<file path="src/rtl/lsu_pkg.sv">
package lsu_pkg;
  localparam int XLEN   = 32;
  localparam int LANES  = XLEN / 8;
  localparam int OFFW   = $clog2(LANES);
  localparam int DISPW  = 16;

  typedef logic [OFFW-1:0] off_t;

  function automatic logic [XLEN-1:0] ea_calc(input logic [XLEN-1:0] b,
                                               input logic [DISPW-1:0] d);
    return b + {{(XLEN-DISPW){d[DISPW-1]}}, d};
  endfunction

  function automatic logic [LANES-1:0] lane_mask(input off_t o);
    logic [LANES-1:0] m;
    m = '0;
    m[LANES-1-int'(o)] = 1'b1;
    return m;
  endfunction

  function automatic logic [7:0] pick_byte(input logic [XLEN-1:0] w, input off_t o);
    return w[XLEN-1-8*int'(o) -: 8];
  endfunction
endpackage

</file>
<file path="src/rtl/lsu_addr_gen.sv">
module lsu_addr_gen
  import lsu_pkg::*;
(
  input  logic [XLEN-1:0]  base,
  input  logic [DISPW-1:0] disp,
  output logic [XLEN-1:0]  ea,
  output logic [XLEN-OFFW-1:0] widx,
  output off_t             boff
);
  always_comb begin
    ea   = ea_calc(base, disp);
    widx = ea[XLEN-1:OFFW];
    boff = ea[OFFW-1:0];
  end
endmodule

</file>
<file path="src/rtl/lsu_store_lanes.sv">
module lsu_store_lanes
  import lsu_pkg::*;
(
  input  logic             req,
  input  logic             is_store,
  input  logic             size_word,
  input  off_t             boff,
  input  logic [XLEN-1:0]  st_data,
  output logic [LANES-1:0] lane_en,
  output logic [XLEN-1:0]  wr_data,
  output logic             misalign
);
  logic bad_word;
  assign bad_word = size_word && (boff != '0);

  always_comb begin
    misalign = req && bad_word;
    lane_en  = '0;
    if (req && is_store && !bad_word)
      lane_en = size_word ? '1 : lane_mask(boff);
    if (size_word) wr_data = st_data;
    else           wr_data = {LANES{st_data[7:0]}};
  end

  always_comb begin
    assert_lane_onehot_R4: assert (!(req && is_store && !size_word) || $onehot(lane_en));
    assert_no_lanes_misaligned_R5: assert (!misalign || lane_en == '0);
    assert_idle_quiet_R6: assert (req || (lane_en == '0 && !misalign));
  end
endmodule

</file>
<file path="src/rtl/lsu_load_extract.sv">
module lsu_load_extract
  import lsu_pkg::*;
(
  input  logic            clk,
  input  logic            rst_n,
  input  logic            take,
  input  logic            size_word,
  input  off_t            boff,
  input  logic [XLEN-1:0] mem_rdata,
  output logic [XLEN-1:0] ld_data
);
  logic  q_valid, q_word;
  off_t  q_off;
  logic [7:0] sel_byte;

  always_ff @(posedge clk) begin
    if (!rst_n) begin
      q_valid <= 1'b0;
      q_word  <= 1'b0;
      q_off   <= '0;
    end else begin
      q_valid <= take;
      if (take) begin
        q_word <= size_word;
        q_off  <= boff;
      end
    end
  end

  assign sel_byte = pick_byte(mem_rdata, q_off);

  always_comb begin
    if (!q_valid)    ld_data = '0;
    else if (q_word) ld_data = mem_rdata;
    else             ld_data = {{(XLEN-8){sel_byte[7]}}, sel_byte};
  end

  assert_byte_sext_R7: assert property (@(posedge clk) disable iff (!rst_n)
    (q_valid && !q_word) |-> (ld_data[XLEN-1:8] == '0 || ld_data[XLEN-1:8] == '1));
  assert_word_pass_R8: assert property (@(posedge clk) disable iff (!rst_n)
    (q_valid && q_word) |-> ld_data == mem_rdata);
endmodule

</file>
<file path="src/rtl/lsu_lane_align.sv">
module lsu_lane_align
  import lsu_pkg::*;
(
  input  logic        clk,
  input  logic        rst_n,
  input  logic        req,
  input  logic        is_store,
  input  logic        size_word,
  input  logic [31:0] base,
  input  logic [15:0] disp,
  input  logic [31:0] st_data,
  input  logic [31:0] mem_rdata,
  output logic [31:0] eff_addr,
  output logic [29:0] word_addr,
  output logic [3:0]  lane_en,
  output logic [31:0] wr_data,
  output logic        misalign,
  output logic [31:0] ld_data
);
  off_t boff;
  logic load_take;

  lsu_addr_gen u_addr (
    .base(base), .disp(disp), .ea(eff_addr), .widx(word_addr), .boff(boff)
  );

  lsu_store_lanes u_st (
    .req(req), .is_store(is_store), .size_word(size_word), .boff(boff),
    .st_data(st_data), .lane_en(lane_en), .wr_data(wr_data), .misalign(misalign)
  );

  assign load_take = req && !is_store && !misalign;

  lsu_load_extract u_ld (
    .clk(clk), .rst_n(rst_n), .take(load_take), .size_word(size_word),
    .boff(boff), .mem_rdata(mem_rdata), .ld_data(ld_data)
  );

  assert_word_full_R3: assert property (@(posedge clk) disable iff (!rst_n)
    (req && is_store && size_word && eff_addr[1:0] == 2'b00) |-> lane_en == 4'b1111);
  assert_misalign_word_only_R5: assert property (@(posedge clk) disable iff (!rst_n)
    misalign |-> (req && size_word));
  assert_reset_clear_R9: assert property (@(posedge clk)
    !rst_n |=> ld_data == 32'h0);
endmodule

</file>
<file path="config.mk">
export PLATFORM = sky130hd
export DESIGN_NAME = lsu_lane_align
export DESIGN_NICKNAME = d
export VERILOG_FILES = /design/src/rtl/lsu_pkg.sv /design/src/rtl/lsu_addr_gen.sv /design/src/rtl/lsu_store_lanes.sv /design/src/rtl/lsu_load_extract.sv /design/src/rtl/lsu_lane_align.sv
export SDC_FILE = /design/constraint.sdc
export NUM_CORES = 1
export LEC_CHECK = 0
export BUFFER_PORTS_ARGS = -buffer_cell sky130_fd_sc_hd__buf_2
export CORE_MARGIN = 8
export CORE_UTILIZATION = 44
export DETAILED_ROUTE_END_ITERATION = 7
export HOLD_SLACK_MARGIN = 0.03
export PLACE_DENSITY = 0.86
export SYNTH_ARGS = -nofsm -noshare
export SYNTH_HDL_FRONTEND = slang
export SYNTH_HIERARCHICAL = 1
export SYNTH_SLANG_ARGS = --single-unit
</file>
<file path="constraint.sdc">
create_clock -name clk -period 5.5 [get_ports clk]
set_input_delay 1.1 -clock clk [delete_from_list [all_inputs] [get_ports clk]]
set_output_delay 1.1 -clock clk [all_outputs]
set_load 0.01 [all_outputs]
</file>
# After elaboration in Yosys (flattened, before gate mapping)
# Index checks and enable logic that the tools add are counted.
word_totals:
  n_memories: 0
  ramBits: 0
  in_bits: 117
  latchBits: 0
  register_bits: 4
  rom_bits: 0
classes:
  n_bitwise: 0
  mul: 0
  shift: 1
  div_mod_pow: 0
  eq_ne: 0
  add_sub_neg: 3
  n_mux: 7
  n_lt_le_gt_ge: 2
  reduce_logical: 11
op_table:
  columns: ["cell", "n"]
  rows:
  - ["$mux 32", 3]
  - ["$shiftx 39x32->8", 1]
  - ["$add 32x32->32", 1]
  - ["$ge 32x1->1 const B", 1]
  - ["$lt 32x4->1 const B", 1]
  - ["$mux 4", 2]
  - ["$logic_and 1x1->1", 7]
  - ["$sub 5x5->6 const A", 1]
  - ["$logic_not 1->1", 3]
  - ["$sub 2x2->3 const A", 1]
  - ["$demux 1 s2", 1]
  - ["$reduce_bool 2->1", 1]
  - ["$mux 1", 1]

# Logic depth before layout (Yosys ltp)
depth:
  ltp_word: 8
  ltp_mapped: 10
  ltp_nobuf: 9

# Cells and area by module
# The synthesis kept the hierarchy.
by_module_without_submodules:
  columns: ["module", "cells_each", "seq_area_each_um2", "n_inst", "area_each_um2"]
  rows:
  - ["lsu_addr_gen", 273, 0.0, 1, 1984.4]
  - ["lsu_load_extract", 80, 80.1, 1, 695.7]
  - ["lsu_store_lanes", 78, 0.0, 1, 386.6]
  - ["lsu_lane_align", 1, 0.0, 1, 12.5]

# Least setup slack after synthesis
# Ideal clock, no wire load.
synth_path:
  kind: "input-to-output"
  start: "in base[0]"
  end: "out word_addr[24]"
  path_slack_ps: 1155
  t_arrival_ps: 3245
  path_stages: 10
  cell_sequence: "ha_1 > fa_1 > a21o_1 > a31o_2 > nand3_1 > o221ai_1 > a311oi_1 > o21bai_1 > xor2_1 > buf_4"
synth_between:
  elab_chain_cells: 1
synth_rtl:
  columns: ["element", "line", "source"]
  rows:
  - ["start: declaration", "lsu_lane_align.sv:9", "input logic [31:0] base,"]
  - ["$add 32x32->32", "lsu_pkg.sv:11", "return b + {{(XLEN-DISPW){d[DISPW-1]}}, d};"]
  - ["end: declaration", "lsu_lane_align.sv:14", "output logic [29:0] word_addr,"]
# No other way between the ends.

# Worst setup path in the final report
layout_path:
  start: "in disp[15]"
  end: "out word_addr[29]"
layout_between:
  elab_chain_cells: 1
layout_rtl:
  columns: ["element", "line", "source"]
  rows:
  - ["start: declaration", "lsu_lane_align.sv:10", "input logic [15:0] disp,"]
  - ["$add 32x32->32", "lsu_pkg.sv:11", null]
# No other way between the ends.

==> out/results.tsv <==
stage	metric	value	unit
synth	synth_edf_count	0	
critical_path	worstReg2RegEnd	u_ld/q_off[1]	
critical_path	required	4400	ps
timing	fin_tns_setup	0	ps
timing	finalCriticalPeriod	4820	ps
synth	synth_flop_cell	dfxtp_1	
floorplanning	die_h	99.7	um
critical_path	startpoint	disp[15]	
hold_path	hold_depth	2	
power	power_switching	328	uW
clock_tree	post_cts_buffers	0	
placement	dp_hpwl	10600	um
power	pwr-share-clk	0.096	
floorplanning	fp.dieW	99.7	um
synth	synthDistinctLibCells	60	
floorplanning	start_util	0.453	
power	p_leak	0.00239	uW
power	intPower	308	uW
critical_path	endpoint	word_addr[29]	
timing	finalCritPeriodShare	0.877	
drt	wl	12300	um
clock_tree	cts_resized	0	
timing	slew_viol_final	0	
floorplanning	ios	248	
timing	finalSetupViolCount	0	
drt	ant_nets	0	
timing	fmax	0.207	GHz
global_routing	antenna_found_initial	2	
clock_tree	cts.clk_slew.worst_paths	30	ps
power	p_comb_frac	0.848	
hold_path	hp-class	reg2reg	
drt	drc	0	
clock_tree	tritoncts	yes	
floorplanning	rows	30	
timing	rsz0062_at_grt	false	
global_routing	grt_pass1_wl	18800	um
job	max-cap-violations	0	
global_routing	overflow	0	
global_routing	grt_max_degree	39	
drt	dr.pass1.iters	5	
critical_path	worstSetupPathType	in2out	
layout	drive_gt1_frac	0.466	
drt	vias_per_cell	5.48	
synth	ys_async_sr_fraction	0	
placement	port-buffer-count	247	
critical_path	worst_setup_path_start_kind	input port	
clock_tree	clock_path_buffers	2	
power	p_total	636	uW
layout	syn_to_final_growth	31.4	%
critical_path	reg2reg_depth	2	
power	powerDensity	157	nW/um^2
critical_path	cp.arrival	3720	ps
critical_path	r2r-start	u_ld/q_off[1]	
floorplanning	core-area	6790	um^2
critical_path	cp_max_fo	17	
timing	worst_slew_pin_slew	960	ps
synth	ys_ff_latch	4	
synth	syn_area_per_cell	7.13	um^2
critical_path	r2r_setup_slack	4260	ps
clock_tree	cts_buffers	3	
timing	setup_ws	677	ps
timing	finalHoldViolations	0	
global_routing	grt_usage	0.225	
drt	drtIter0Drc	279	
synth	postSynthCellCount	432	
placement	place_ws	830	ps
clock_tree	clk_latency	210	ps
clock_tree	clock-sinks	4	
clock_tree	cts.hold.buffers_added	0	
power	seqPwrFrac	0.056	
drt	detail_route.wl_per_cell	17.2	um
power	switching_share	0.516	
timing	fin_skew	0	ps
status	status	complete, no violations	
floorplanning	dieArea	9930	um^2
placement	place_congestion	1.03	
synth	yosys_warnings	6	
synth	seq_area_frac_synth	0.0260	
synth	synth_fp_nets	581	
critical_path	end_kind	primary output	
timing	maxSlewHeadroom	0.360	
global_routing	grt_pass1_vias	3885	
drt	num_vias	3920	
synth	synthesis.area	3080	um^2
clock_tree	htree_levels	1	
power	peakVddDrop	0.0000980	V
layout	fin_nets	769	
clock_tree	root_buffer	clkbuf_8	
## power groups by stage
stage / clock network [uW] / registers (uW) / logic [uW]
2_1_floorplan: 0 / 32.1 / 392
3_3_place_gp: 0 / 35.3 / 527
3_5_place_dp: 0 / 35.5 / 538
4_1_cts: 63.0 / 35.2 / 541
5_1_grt: 64.0 / 35.5 / 586
6_report: 61.2 / 35.3 / 539
## sequential cells by signal (all words and copies together) (netlist names)
| register | cells |
|---|---|
| u_ld/q_word | 1 |
| u_ld/q_off | 2 |
| u_ld/q_valid | 1 |
## final cells by class
type,instances,area (um^2)
clock buffers,3,41.3
multi-input cells,358,2540
repair buffers,247,1240
inverters,6,22.5
diodes,1,2.50
fillers,634,2750
well taps,96,120
flip-flops and latches,4,80.1
## worst max-delay path, cell delays in order
cell       delay, ps
buf_2            300
ha_1             410
a21oi_1          210
o21bai_1          90
a21oi_1          190
nor2_1            80
a2111oi_0        610
o21ai_0          170
or3_1            400
buf_2            150
## synth_stat cells (4+ instances only)
cell type	number	area [um^2]
a21o_1	19	143
a21o_2	25	219
a21oi_1	30	150
a22oi_1	7	52.6
buf_2	4	20.0
buf_4	42	315
buf_6	4	45.0
clkbuf_1	12	45.0
dfxtp_1	4	80.1
ha_1	31	388
inv_1	6	22.5
mux2i_1	14	140
nand2_1	75	282
nand2b_1	10	62.6
nand3_1	10	50.1
nand4_1	8	50.1
nor2_1	13	48.8
nor2b_1	4	25.0
nor3_1	7	35.0
o21ai_0	13	65.1
o21bai_1	4	30.0
o221ai_1	9	78.8
xnor2_1	15	131
xor2_1	15	131
## metrics by stage
stage                     cell area (um^2)   util  hold WS [ps]  std cells
after floorplan                       3080      -           498        432
after global placement                4000  0.589           526        711
after detailed placement              4000  0.589           547        711
after CTS                             4040  0.595           553        714
after global routing                  4050  0.596           589        715
final                                 4050  0.596           553        715
## routing by layer
metal / global-route usage / up-vias / wire length [um]
li1: - / 1907 / -
met1: 0.252 / 1791 / 4920
met2: 0.418 / 196 / 6200
met3: 0.0440 / 24 / 916
met4: 0.0594 / 2 / 258
met5: 0 / - / 11
## cell usage in the layout, fill, tap and decap left out, drive strengths merged, types with 4 or more instances in the layout
master	instances
inv	6
ha	31
a21o	44
nor3	7
nand3	10
nor2b	4
buf	247
xor2	15
nand2	75
o221ai	9
nor2	13
nand4	8
nand2b	10
mux2i	14
a21oi	30
o21bai	5
xnor2	15
dfxtp	4
o21ai	15
a22oi	8
## cells by family after synthesis
| logic type | after synthesis | synth area share |
|---|---|---|
| buf+inv | 70 | 0.148 |
| simple gates | 143 | 0.218 |
| xor+xnor | 30 | 0.0853 |
| flops | 4 | 0.0260 |
| fa+ha+maj | 32 | 0.132 |
| compound gates | 139 | 0.345 |
| mux | 14 | 0.0455 |
## worst min-delay path by stage
| stage | startpoint | to | slack (ps) |
|---|---|---|---|
| 2_1_floorplan | u_ld/q_off[0] | u_ld/q_off[0] | 500 |
| 3_3_place_gp | u_ld/q_off[0] | u_ld/q_off[0] | 530 |
| 3_5_place_dp | u_ld/q_off[0] | u_ld/q_off[0] | 550 |
| 4_1_cts | u_ld/q_off[0] | u_ld/q_off[0] | 550 |
| 5_1_grt | u_ld/q_off[0] | u_ld/q_off[0] | 590 |
| 6_report | u_ld/q_off[0] | u_ld/q_off[0] | 550 |
No activity file was read; power rests on OpenSTA's default activity.
